`config.mk`:
```
export PLATFORM = sky130hd
export DESIGN_NAME = gpt_core
export DESIGN_NICKNAME = d
export VERILOG_FILES = /design/src/rtl/gpt_pkg.sv /design/src/rtl/gpt_prescaler.sv /design/src/rtl/gpt_counter.sv /design/src/rtl/gpt_pwm.sv /design/src/rtl/gpt_core.sv
export SDC_FILE = /design/constraint.sdc
export NUM_CORES = 1
export LEC_CHECK = 0
export BUFFER_PORTS_ARGS = -buffer_cell sky130_fd_sc_hd__buf_4
export CAP_MARGIN = 20
export CORE_MARGIN = 8
export CORE_UTILIZATION = 48
export DETAILED_ROUTE_END_ITERATION = 10
export GPL_TIMING_DRIVEN = 0
export PLACE_DENSITY = 0.67
export RECOVER_POWER = 100
export SETUP_SLACK_MARGIN = 0.05
export SLEW_MARGIN = 20
export SYNTH_ARGS = -nofsm -noshare
export SYNTH_HDL_FRONTEND = slang
export SYNTH_HIERARCHICAL = 1
export SYNTH_SLANG_ARGS = --single-unit
```
`constraint.sdc`:
```
create_clock -name clk -period 9.7 [get_ports clk]
set_clock_uncertainty 0.2 [all_clocks]
set_input_delay 0.485 -clock clk [delete_from_list [all_inputs] [get_ports clk]]
set_output_delay 0.485 -clock clk [all_outputs]
set_load 0.02 [all_outputs]
```
`src/rtl/gpt_pkg.sv`:
```
package gpt_pkg;
  localparam int PRE_W = 3;

  localparam logic [7:0] OFS_STATUS = 8'h18;
  localparam logic [7:0] OFS_IRQEN  = 8'h1C;
  localparam logic [7:0] OFS_CTRL   = 8'h24;
  localparam logic [7:0] OFS_COUNT  = 8'h28;
  localparam logic [7:0] OFS_LOAD   = 8'h2C;
  localparam logic [7:0] OFS_TRIG   = 8'h30;
  localparam logic [7:0] OFS_MATCH  = 8'h38;

  localparam int ST_MATCH = 0;
  localparam int ST_OVF   = 1;
  localparam int ST_W     = 2;

  typedef enum logic [1:0] {
    EVM_NONE = 2'd0,
    EVM_OVF  = 2'd1,
    EVM_BOTH = 2'd2,
    EVM_ALT  = 2'd3
  } evmode_e;

  typedef struct packed {
    logic             toggle_sel;
    evmode_e          ev_mode;
    logic [1:0]       spare;
    logic             idle_lvl;
    logic             cmp_en;
    logic             pre_en;
    logic [PRE_W-1:0] pre_val;
    logic             reload_en;
    logic             run;
  } ctrl_t;

  localparam int CTRL_W = $bits(ctrl_t);
endpackage

```
`src/rtl/gpt_prescaler.sv`:
```
module gpt_prescaler #(
  parameter int PRE_W = 3
) (
  input  logic             clk,
  input  logic             rst_n,
  input  logic             run,
  input  logic             pre_en,
  input  logic [PRE_W-1:0] pre_val,
  input  logic             restart,
  output logic             tick
);
  localparam int DW = 2 ** PRE_W;

  logic [DW-1:0]  pcnt;
  logic [DW-1:0]  limit;
  logic [PRE_W:0] shamt;

  always_comb begin
    shamt = {1'b0, pre_val} + (PRE_W+1)'(1);
    limit = (DW'(1) << shamt) - DW'(1);
    tick  = run && (!pre_en || (pcnt == limit));
  end

  always_ff @(posedge clk) begin
    if (!rst_n)                                pcnt <= '0;
    else if (!run || restart || !pre_en || tick) pcnt <= '0;
    else                                       pcnt <= pcnt + DW'(1);
  end

  // a divided tick is never followed by another on the next clock
  assert_div_gap_R3: assert property (@(posedge clk) disable iff (!rst_n)
    (tick && pre_en) |=> (!tick || !pre_en));
endmodule

```
`src/rtl/gpt_counter.sv`:
```
module gpt_counter #(
  parameter int CNT_W = 32
) (
  input  logic             clk,
  input  logic             rst_n,
  input  logic             tick,
  input  logic             reload_en,
  input  logic             cmp_en,
  input  logic [CNT_W-1:0] load_val,
  input  logic [CNT_W-1:0] match_val,
  input  logic             cnt_wr,
  input  logic [CNT_W-1:0] cnt_wdata,
  input  logic             trig_wr,
  output logic [CNT_W-1:0] cnt,
  output logic             ovf_evt,
  output logic             match_evt
);
  logic             sw_hit;
  logic [CNT_W-1:0] cnt_nx;

  always_comb begin
    sw_hit    = cnt_wr || trig_wr;
    ovf_evt   = tick && !sw_hit && (&cnt);
    cnt_nx    = ovf_evt ? (reload_en ? load_val : '0) : cnt + CNT_W'(1);
    match_evt = tick && !sw_hit && cmp_en && (cnt_nx == match_val);
  end

  always_ff @(posedge clk) begin
    if (!rst_n)      cnt <= '0;
    else if (cnt_wr) cnt <= cnt_wdata;
    else if (trig_wr) cnt <= load_val;
    else if (tick)   cnt <= cnt_nx;
  end

  assert_reload_R4: assert property (@(posedge clk) disable iff (!rst_n)
    (ovf_evt && reload_en) |=> (cnt == $past(load_val)));
  assert_wrap_zero_R5: assert property (@(posedge clk) disable iff (!rst_n)
    (ovf_evt && !reload_en) |=> (cnt == '0));
  assert_trigger_load_R9: assert property (@(posedge clk) disable iff (!rst_n)
    (trig_wr && !cnt_wr) |=> (cnt == $past(load_val)));
  assert_hold_R2: assert property (@(posedge clk) disable iff (!rst_n)
    (!tick && !sw_hit) |=> $stable(cnt));
endmodule

```
`src/rtl/gpt_pwm.sv`:
```
module gpt_pwm
  import gpt_pkg::*;
(
  input  logic    clk,
  input  logic    rst_n,
  input  logic    run,
  input  logic    idle_lvl,
  input  logic    toggle_sel,
  input  evmode_e ev_mode,
  input  logic    ovf_evt,
  input  logic    match_evt,
  output logic    pwm_out
);
  logic sel_evt;
  logic tog_q;
  logic pulse_q;

  always_comb begin
    case (ev_mode)
      EVM_NONE: sel_evt = 1'b0;
      EVM_OVF:  sel_evt = ovf_evt;
      default:  sel_evt = ovf_evt || match_evt;
    endcase
    pwm_out = idle_lvl ^ (toggle_sel ? tog_q : pulse_q);
  end

  always_ff @(posedge clk) begin
    if (!rst_n) begin
      tog_q   <= 1'b0;
      pulse_q <= 1'b0;
    end else begin
      pulse_q <= sel_evt && !toggle_sel;
      if (!run)                        tog_q <= 1'b0;
      else if (sel_evt && toggle_sel)  tog_q <= ~tog_q;
    end
  end

  assert_stop_clears_R10: assert property (@(posedge clk) disable iff (!rst_n)
    !run |=> !tog_q);
  assert_mode_none_R10: assert property (@(posedge clk) disable iff (!rst_n)
    (run && ev_mode == EVM_NONE) |=> ($stable(tog_q) && !pulse_q));
endmodule

```
`src/rtl/gpt_core.sv`:
```
module gpt_core
  import gpt_pkg::*;
#(
  parameter int CNT_W  = 32,
  parameter int ADDR_W = 8
) (
  input  logic              clk,
  input  logic              rst_n,
  input  logic              wr_en,
  input  logic [ADDR_W-1:0] wr_addr,
  input  logic [CNT_W-1:0]  wr_data,
  input  logic [ADDR_W-1:0] rd_addr,
  output logic [CNT_W-1:0]  rd_data,
  output logic              irq,
  output logic              pwm_out
);
  ctrl_t            ctrl_q;
  logic [CNT_W-1:0] load_q, match_q, cnt;
  logic [ST_W-1:0]  status_q, irqen_q, st_set, st_clr;
  logic             wr_ctrl, wr_cnt, wr_load, wr_trig, wr_match, wr_stat, wr_ien;
  logic             tick, ovf_evt, match_evt;

  always_comb begin
    wr_ctrl  = wr_en && (wr_addr == ADDR_W'(OFS_CTRL));
    wr_cnt   = wr_en && (wr_addr == ADDR_W'(OFS_COUNT));
    wr_load  = wr_en && (wr_addr == ADDR_W'(OFS_LOAD));
    wr_trig  = wr_en && (wr_addr == ADDR_W'(OFS_TRIG));
    wr_match = wr_en && (wr_addr == ADDR_W'(OFS_MATCH));
    wr_stat  = wr_en && (wr_addr == ADDR_W'(OFS_STATUS));
    wr_ien   = wr_en && (wr_addr == ADDR_W'(OFS_IRQEN));
    st_set           = '0;
    st_set[ST_MATCH] = match_evt;
    st_set[ST_OVF]   = ovf_evt;
    st_clr = wr_stat ? wr_data[ST_W-1:0] : '0;
    irq    = |(status_q & irqen_q);
  end

  always_ff @(posedge clk) begin
    if (!rst_n) begin
      ctrl_q   <= '0;
      load_q   <= '0;
      match_q  <= '0;
      status_q <= '0;
      irqen_q  <= '0;
    end else begin
      if (wr_ctrl)                            ctrl_q <= ctrl_t'(wr_data[CTRL_W-1:0]);
      else if (ovf_evt && !ctrl_q.reload_en)  ctrl_q.run <= 1'b0;
      if (wr_load)  load_q  <= wr_data;
      if (wr_match) match_q <= wr_data;
      if (wr_ien)   irqen_q <= wr_data[ST_W-1:0];
      status_q <= (status_q & ~st_clr) | st_set;
    end
  end

  gpt_prescaler #(.PRE_W(PRE_W)) u_pre (
    .clk(clk), .rst_n(rst_n), .run(ctrl_q.run), .pre_en(ctrl_q.pre_en),
    .pre_val(ctrl_q.pre_val), .restart(wr_cnt || wr_trig), .tick(tick)
  );

  gpt_counter #(.CNT_W(CNT_W)) u_cnt (
    .clk(clk), .rst_n(rst_n), .tick(tick), .reload_en(ctrl_q.reload_en),
    .cmp_en(ctrl_q.cmp_en), .load_val(load_q), .match_val(match_q),
    .cnt_wr(wr_cnt), .cnt_wdata(wr_data), .trig_wr(wr_trig),
    .cnt(cnt), .ovf_evt(ovf_evt), .match_evt(match_evt)
  );

  gpt_pwm u_pwm (
    .clk(clk), .rst_n(rst_n), .run(ctrl_q.run), .idle_lvl(ctrl_q.idle_lvl),
    .toggle_sel(ctrl_q.toggle_sel), .ev_mode(ctrl_q.ev_mode),
    .ovf_evt(ovf_evt), .match_evt(match_evt), .pwm_out(pwm_out)
  );

  always_comb begin
    rd_data = '0;
    case (rd_addr)
      ADDR_W'(OFS_CTRL):   rd_data = CNT_W'(ctrl_q);
      ADDR_W'(OFS_COUNT):  rd_data = cnt;
      ADDR_W'(OFS_LOAD):   rd_data = load_q;
      ADDR_W'(OFS_MATCH):  rd_data = match_q;
      ADDR_W'(OFS_STATUS): rd_data = CNT_W'(status_q);
      ADDR_W'(OFS_IRQEN):  rd_data = CNT_W'(irqen_q);
      default:             rd_data = '0;
    endcase
  end

  assert_self_stop_R5: assert property (@(posedge clk) disable iff (!rst_n)
    (ovf_evt && !ctrl_q.reload_en && !wr_ctrl) |=> !ctrl_q.run);
  assert_w1c_R7: assert property (@(posedge clk) disable iff (!rst_n)
    (wr_stat && wr_data[ST_OVF] && !ovf_evt) |=> !status_q[ST_OVF]);
  assert_match_sticky_R6: assert property (@(posedge clk) disable iff (!rst_n)
    (status_q[ST_MATCH] && !(wr_stat && wr_data[ST_MATCH])) |=> status_q[ST_MATCH]);
  assert_no_match_without_cmp_R6: assert property (@(posedge clk) disable iff (!rst_n)
    (!ctrl_q.cmp_en && !status_q[ST_MATCH]) |=> !status_q[ST_MATCH]);
endmodule

```
* Yosys cells after proc, flatten, opt, wreduce, memory -nomap -nowiden
Index checks and enable logic that the tools add are counted.
Widths: inputs -> output; s select.
** Operators by class
- $add $sub $neg :: 4
- Eq/ne operators :: 16
- Shifts and indexed selects :: 1
- Mux-type cells :: 11
- Bitwise operators :: 7
- Reduce and logical (&&, ||, !) cells :: 33
** Operators by type and width (number)
- $pmux 32 s6 :: 1
- $mux 32 :: 5
- $eq 8x6->1 const B :: 9
- $add 32x1->32 const B :: 1
- $eq 32x32->1 :: 1
- $eq 8x5->1 const B :: 4
- $reduce_and 32->1 :: 1
- $logic_and 1x1->1 :: 15
- $add 8x1->8 const B :: 1
- $eq 8x8->1 :: 1
- $shl 1x4->8 const A :: 1
- $sub 8x2->8 const B :: 1
- $logic_or 1x1->1 :: 6
- $logic_not 1->1 :: 5
- $add 3x1->4 const B :: 1
- $and 2x2->2 :: 2
- $reduce_or 2->1 :: 2
- $mux 1 :: 3
- $reduce_bool 3->1 :: 1
- $eq 2x1->1 const B :: 1
- $logic_not 2->1 :: 1
- $mux 2 :: 1
- $not 1->1 :: 2
- $not 2->2 :: 1
- 5 further kinds :: 5
** Word-level totals
- Register bits after elaboration :: 123
- Word-level logic and storage cells :: 89

* Depth between registers and ports, before layout
- Depth in word-level cells :: 14
- Gate-level depth with buffers :: 22
- Gate-level depth less buffers :: 19

* By module
Netlist, hierarchy kept.
** By module, submodules not included
- gpt_core :: times used 1, cells an instance 495, area an instance 3875.0 µm²
- gpt_counter :: times used 1, cells an instance 478, area an instance 3453.3 µm²
- gpt_prescaler :: times used 1, cells an instance 72, area an instance 639.4 µm²
- gpt_pwm :: times used 1, cells an instance 12, area an instance 116.4 µm²

* Worst setup path before layout
OpenSTA, ideal clock, no wires.
- Path kind :: register -> register
- Start :: register ctrl_q[3] in the netlist's numbering
- End :: register u_pwm.tog_q
- Library setup time :: 72 ps
- Arrival time :: 4835 ps
- Required time :: 9428 ps
- Slack :: 4593 ps
- Cell stages (with the launch flop) :: 21
- Clock period less this slack :: 5107 ps
- Path through :: dfxtp_1 -> buf_6 -> or3_4 -> ha_1 -> a21boi_2 -> or3_1 -> a2111oi_4 -> o221a_1 -> buf_4 -> nor3b_2 -> and4_1 -> and3_1 -> buf_4 -> a2bb2oi_2 -> xnor2_1 -> a2111o_1 -> or4_1 -> nor4_2 -> nand2_1 -> a21boi_2 -> mux2i_1
** Between the ends
- Cells in the longest elaborated chain, start to end :: 14
- Elaborated cells between the ends (all ways) :: 15
** RTL lines
- from (decl) :: RTL line gpt_core.sv:17 : ctrl_t ctrl_q;
- from (signal assigned) :: RTL line gpt_core.sv:46 : if (wr_ctrl) ctrl_q <= ctrl_t'(wr_data[CTRL_W-1:0]);
- $add 3x1->4 (*) :: RTL line gpt_prescaler.sv:19 : shamt = {1'b0, pre_val} + (PRE_W+1)'(1);
- $shl 1x4->8 (*) :: RTL line gpt_prescaler.sv:20 : limit = (DW'(1) << shamt) - DW'(1);
- $sub 8x2->8 (*) :: RTL line gpt_prescaler.sv:20
- $eq 8x8->1 (*) :: RTL line gpt_prescaler.sv:21 : tick = run && (!pre_en || (pcnt == limit));
- $logic_or 1x1->1 (*) :: RTL line gpt_prescaler.sv:21
- $logic_and 1x1->1 (*) :: RTL line gpt_prescaler.sv:21
- net tick :: RTL line gpt_core.sv:21 : logic tick, ovf_evt, match_evt;
- $logic_and 1x1->1 (*) :: RTL line gpt_counter.sv:23, gpt_counter.sv:25
- $logic_and 1x1->1 :: RTL line gpt_counter.sv:23 : ovf_evt = tick && !sw_hit && (&cnt);
- $mux 32 :: RTL line gpt_counter.sv:24 : cnt_nx = ovf_evt ? (reload_en ? load_val : '0) : cnt + CNT_W'(1);
- $eq 32x32->1 :: RTL line gpt_counter.sv:25 : match_evt = tick && !sw_hit && cmp_en && (cnt_nx == match_val);
- $logic_and 1x1->1 (*) :: RTL line gpt_counter.sv:25
- net match_evt :: RTL line gpt_core.sv:21
- $logic_or 1x1->1 (*) :: RTL line gpt_pwm.sv:22 : default: sel_evt = ovf_evt || match_evt;
- $pmux 1 s2 (*) :: RTL line gpt_pwm.sv:19 : case (ev_mode)
- $logic_and 1x1->1 (*) :: RTL line gpt_pwm.sv:34 : else if (sel_evt && toggle_sel) tog_q <= ~tog_q;
- to (signal assigned) :: RTL line gpt_pwm.sv:34
- to (decl) :: RTL line gpt_pwm.sv:15 : logic tog_q;
Mark *: on every way through the listed nets, which the timed path passes. The rest lies on a longest branch.
A chain may end at the register's enable or synchronous reset.

* Final worst setup path
- Start :: register ctrl_q[2] in the netlist's numbering
- End :: register u_pwm.tog_q
** Between the ends
- Cells in the longest elaborated chain, start to end :: 14
- Elaborated cells between the ends (all ways) :: 15
** RTL lines (RTL line)
- $add 3x1->4 :: gpt_prescaler.sv:19
- $shl 1x4->8 :: gpt_prescaler.sv:20
- $sub 8x2->8 :: gpt_prescaler.sv:20
- $eq 8x8->1 :: gpt_prescaler.sv:21
- $logic_or 1x1->1 :: gpt_prescaler.sv:21
- $logic_and 1x1->1 :: gpt_prescaler.sv:21
- net tick :: gpt_core.sv:21
- $logic_and 1x1->1 (2 in a row) :: gpt_counter.sv:23
- net ovf_evt :: gpt_core.sv:21
- $mux 32 :: gpt_counter.sv:24
- $eq 32x32->1 :: gpt_counter.sv:25
- $logic_and 1x1->1 :: gpt_counter.sv:25
- net match_evt :: gpt_core.sv:21
- $logic_or 1x1->1 :: gpt_pwm.sv:22
- $pmux 1 s2 :: gpt_pwm.sv:19
- $logic_and 1x1->1 :: gpt_pwm.sv:34
The timed path passes the listed nets, and every way through them passes these cells.

==> flow_metrics.tcl <==
set metrics [dict create \
    die_area_um2 21300 \
    synth_warnings 6 \
    syn-num-nets 1111 \
    crit_path_frequent_cell "clkbuf_1" \
    syn_inst 1057 \
    syn_to_final_growth_pct 16.8 \
    min_period_ns 8.19 \
    firstDrtPassIters 5 \
    finalSetupTns_ns 0 \
    setup_slack_ns 1.51 \
    synthFlopType "dfxtp_1" \
    clkSlewWorstSetupHoldPaths_ns 0.06 \
    worstSetupStartpointType "flip-flop" \
    worstPathMaxFanout 12 \
    switchingPower_mw 0.299 \
    seq_area_frac_synth 0.305 \
    cts_made_buffers 17 \
    cts_max_path_buffers 2 \
    ant_nets 0 \
    final_area_um2 9440 \
    wl_per_cell_um 25.4 \
    drt_iter0_markers 1231 \
    cp_cell_sequence "clkbuf_1 -> or3_1 -> ha_1 -> nor4bb_1 -> o21ai_0 -> a2111oi_4 -> o221a_1 -> clkbuf_1 -> nor3b_1 -> and4_1 -> nand3_4 -> clkinv_4 -> clkbuf_1 -> o221ai_1 -> a211oi_1 -> nand4_1 -> nor4_2 -> nand2_1 -> a21boi_0 -> mux2i_1" \
    core_um2 16500 \
    antenna_found_initial 1 \
    post_cts_resized 0 \
    rsz0062_at_grt "false" \
    drc 0 \
    holdBufCountCts 0 \
    fp.dieW_um 146 \
    peakVddDrop_mv 0.123 \
    comb_power_share 0.047 \
    clock_latency_ns 0.44 \
    ys_ff_latch 123 \
    ys_types 91 \
    p_sw_frac 0.235 \
    critPathKind "flip-flop to flip-flop" \
    slowest_delay_ns 0.77 \
    hold_violations 0 \
    multi_input_area_um2 5050 \
    portBuffers 83 \
    slew-limit-headroom 0.323 \
    postSynthAreaPerCell_um2 7.65 \
    root_buffer "clkbuf_16" \
    antenna_cells 0 \
    setup_viol 0 \
    p_clk_frac 0.554 \
    placed_cells 1360 \
    cpMaxStageDelayCell "clkbuf_1" \
    end_kind "flip-flop" \
    intPower_mw 0.972 \
    num_rows 47 \
    slew_violations 0 \
    tightestPinTransition_ns 1.01 \
    seqPwrFrac 0.398 \
    total_power_mw 1.27 \
    grt_pass1_vias 8608 \
    n_fill_cell 1664 \
    htree_levels 4 \
    place_area_um2 8980 \
    p_per_area_nw_per_um2 135 \
    pin_count 85 \
    cts.sinks 123 \
    leakage_nw 3.35 \
    whs_ns 0.0839 \
    gp_congestion 1.02 \
    crit_required_ns 9.86 \
    track_usage 0.327 \
    register_area_um2 2460 \
    via_per_inst 6.49 \
    fin_util 0.571 \
    tritoncts "built" \
    grt_pass1_wl_um 53400 \
    max_cap_viol_count 0 \
    finalNonFillerCells 1392 \
    async_reset_ff_frac 0 \
    pre_cts_slack_ns 2.56 \
    vias 9031 \
    cp_data_arrival_time_ns 8.35 \
    start_util 0.489 \
    synth_edf_count 0 \
    nNetsFinal 1213 \
    min_path_type "input port to flip-flop" \
    outcome "complete, no violations" \
    grt-ovfl-total 0 \
    min_period_over_period 0.844 \
    final_common_cell "nand2_1" \
    cts_setup_buffers 0 \
    die_height_um 146 \
    netlist_area_um2 8080 \
    dp_hpwl_um 26300 \
    wl_um 35400 \
    layout_common_cells "nand2_1, dfxtp_1, o21ai_0" \
    fmax_mhz 122 \
    drive_gt1_frac 0.127 \
    grt_max_degree 17 \
]
-- flip-flops by register name, summed over array words and instances (netlist names) --
name           cells
load_q            32
match_q           32
u_cnt/cnt         32
ctrl_q            13
u_pre/pcnt         8
irqen_q            2
status_q           2
u_pwm/pulse_q      1
u_pwm/tog_q        1
-- kinds of logic after synthesis --
| kind of cell | Yosys count | synth area share |
|---|---|---|
| xor+xnor | 53 | 0.0591 |
| simple gates | 443 | 0.284 |
| buf+inv | 110 | 0.0622 |
| compound gates | 307 | 0.264 |
| fa+ha+maj | 3 | 0.00464 |
| other cells | 1 | 0.000464 |
| flops | 123 | 0.305 |
| mux | 17 | 0.0217 |
-- Yosys cell counts, types with 4 or more instances --
| master | count | area [µm²] |
|---|---|---|
| nand2_1 | 198 | 743 |
| dfxtp_1 | 123 | 2460 |
| o21ai_0 | 99 | 495 |
| nand3_1 | 91 | 455 |
| clkbuf_1 | 50 | 188 |
| a22oi_1 | 44 | 330 |
| xnor2_1 | 33 | 289 |
| a21oi_1 | 30 | 150 |
| inv_1 | 28 | 105 |
| nor2_1 | 26 | 97.6 |
| buf_2 | 19 | 95.1 |
| xor2_1 | 19 | 166 |
| a21boi_0 | 18 | 135 |
| o211ai_1 | 16 | 120 |
| nor3_1 | 15 | 75.1 |
| o21ai_2 | 15 | 131 |
| and2_1 | 14 | 87.6 |
| mux2i_1 | 13 | 130 |
| nand4_1 | 13 | 81.3 |
| and3_1 | 11 | 68.8 |
| nor2b_1 | 10 | 62.6 |
| nand2b_1 | 8 | 50.1 |
| nand3_2 | 8 | 80.1 |
| a221oi_1 | 6 | 52.6 |
| a222oi_1 | 6 | 60.1 |
| and4_1 | 6 | 52.6 |
| nor4_1 | 6 | 37.5 |
| a32oi_1 | 5 | 43.8 |
| o221ai_1 | 5 | 43.8 |
| buf_4 | 4 | 30.0 |
| buf_6 | 4 | 45.0 |
| mux2_2 | 4 | 45.0 |
| o2111ai_1 | 4 | 35.0 |
| o22ai_1 | 4 | 25.0 |
| or3_1 | 4 | 25.0 |
-- area by class of cell --
type | count | area share
tap | 220 | 0.0292
sequential | 123 | 0.261
inverter | 29 | 0.0121
multi-input combinational | 824 | 0.535
clock buffer | 19 | 0.0480
timing repair buffer | 83 | 0.0557
buffer | 81 | 0.0396
clock inverter | 13 | 0.0200
-- layer usage --
layer / part of all wire / global-route usage / up-vias
met5: 0.00079 / 0 / -
met4: 0.032 / 0.135 / 2
met3: 0.12 / 0.0818 / 76
met2: 0.43 / 0.494 / 604
met1: 0.42 / 0.434 / 4278
li1: - / - / 4071
-- power groups by stage --
stage          combinational [mW]  clock (mW)  sequential [mW]
2_1_floorplan              0.0216           0            0.517
3_3_place_gp               0.0590           0            0.518
3_5_place_dp               0.0591           0            0.518
4_1_cts                    0.0593       0.707            0.506
5_1_grt                    0.0627       0.727            0.506
6_report                   0.0600       0.705            0.506
-- critical path, delay by kind of cell (launching register included) --
kind	cells	cell delay, ns
buffers and inverters	4	1.75
adders and majority gates	1	0.28
DFF	1	0.34
and+or+nand+nor	8	3.22
muxes	1	0.20
AOI/OAI and AO/OA	6	2.08
-- path summary, 6_finish.rpt --
kind / startpoint / endpoint / slack (ns) / cells past startpoint
hold reg to reg: ctrl_q[9]$_SDFFE_PN0P_ / ctrl_q[9]$_SDFFE_PN0P_ / 0.27 / 2
setup reg to reg: ctrl_q[2]$_SDFFE_PN0P_ / u_pwm/tog_q$_SDFFE_PN0P_ / 1.51 / 20
hold / removal: wr_data[18] / match_q[18]$_SDFFE_PN0P_ / 0.08 / 3
setup / recovery: ctrl_q[2]$_SDFFE_PN0P_ / u_pwm/tog_q$_SDFFE_PN0P_ / 1.51 / 20
Power figures use the tool's default switching activity.
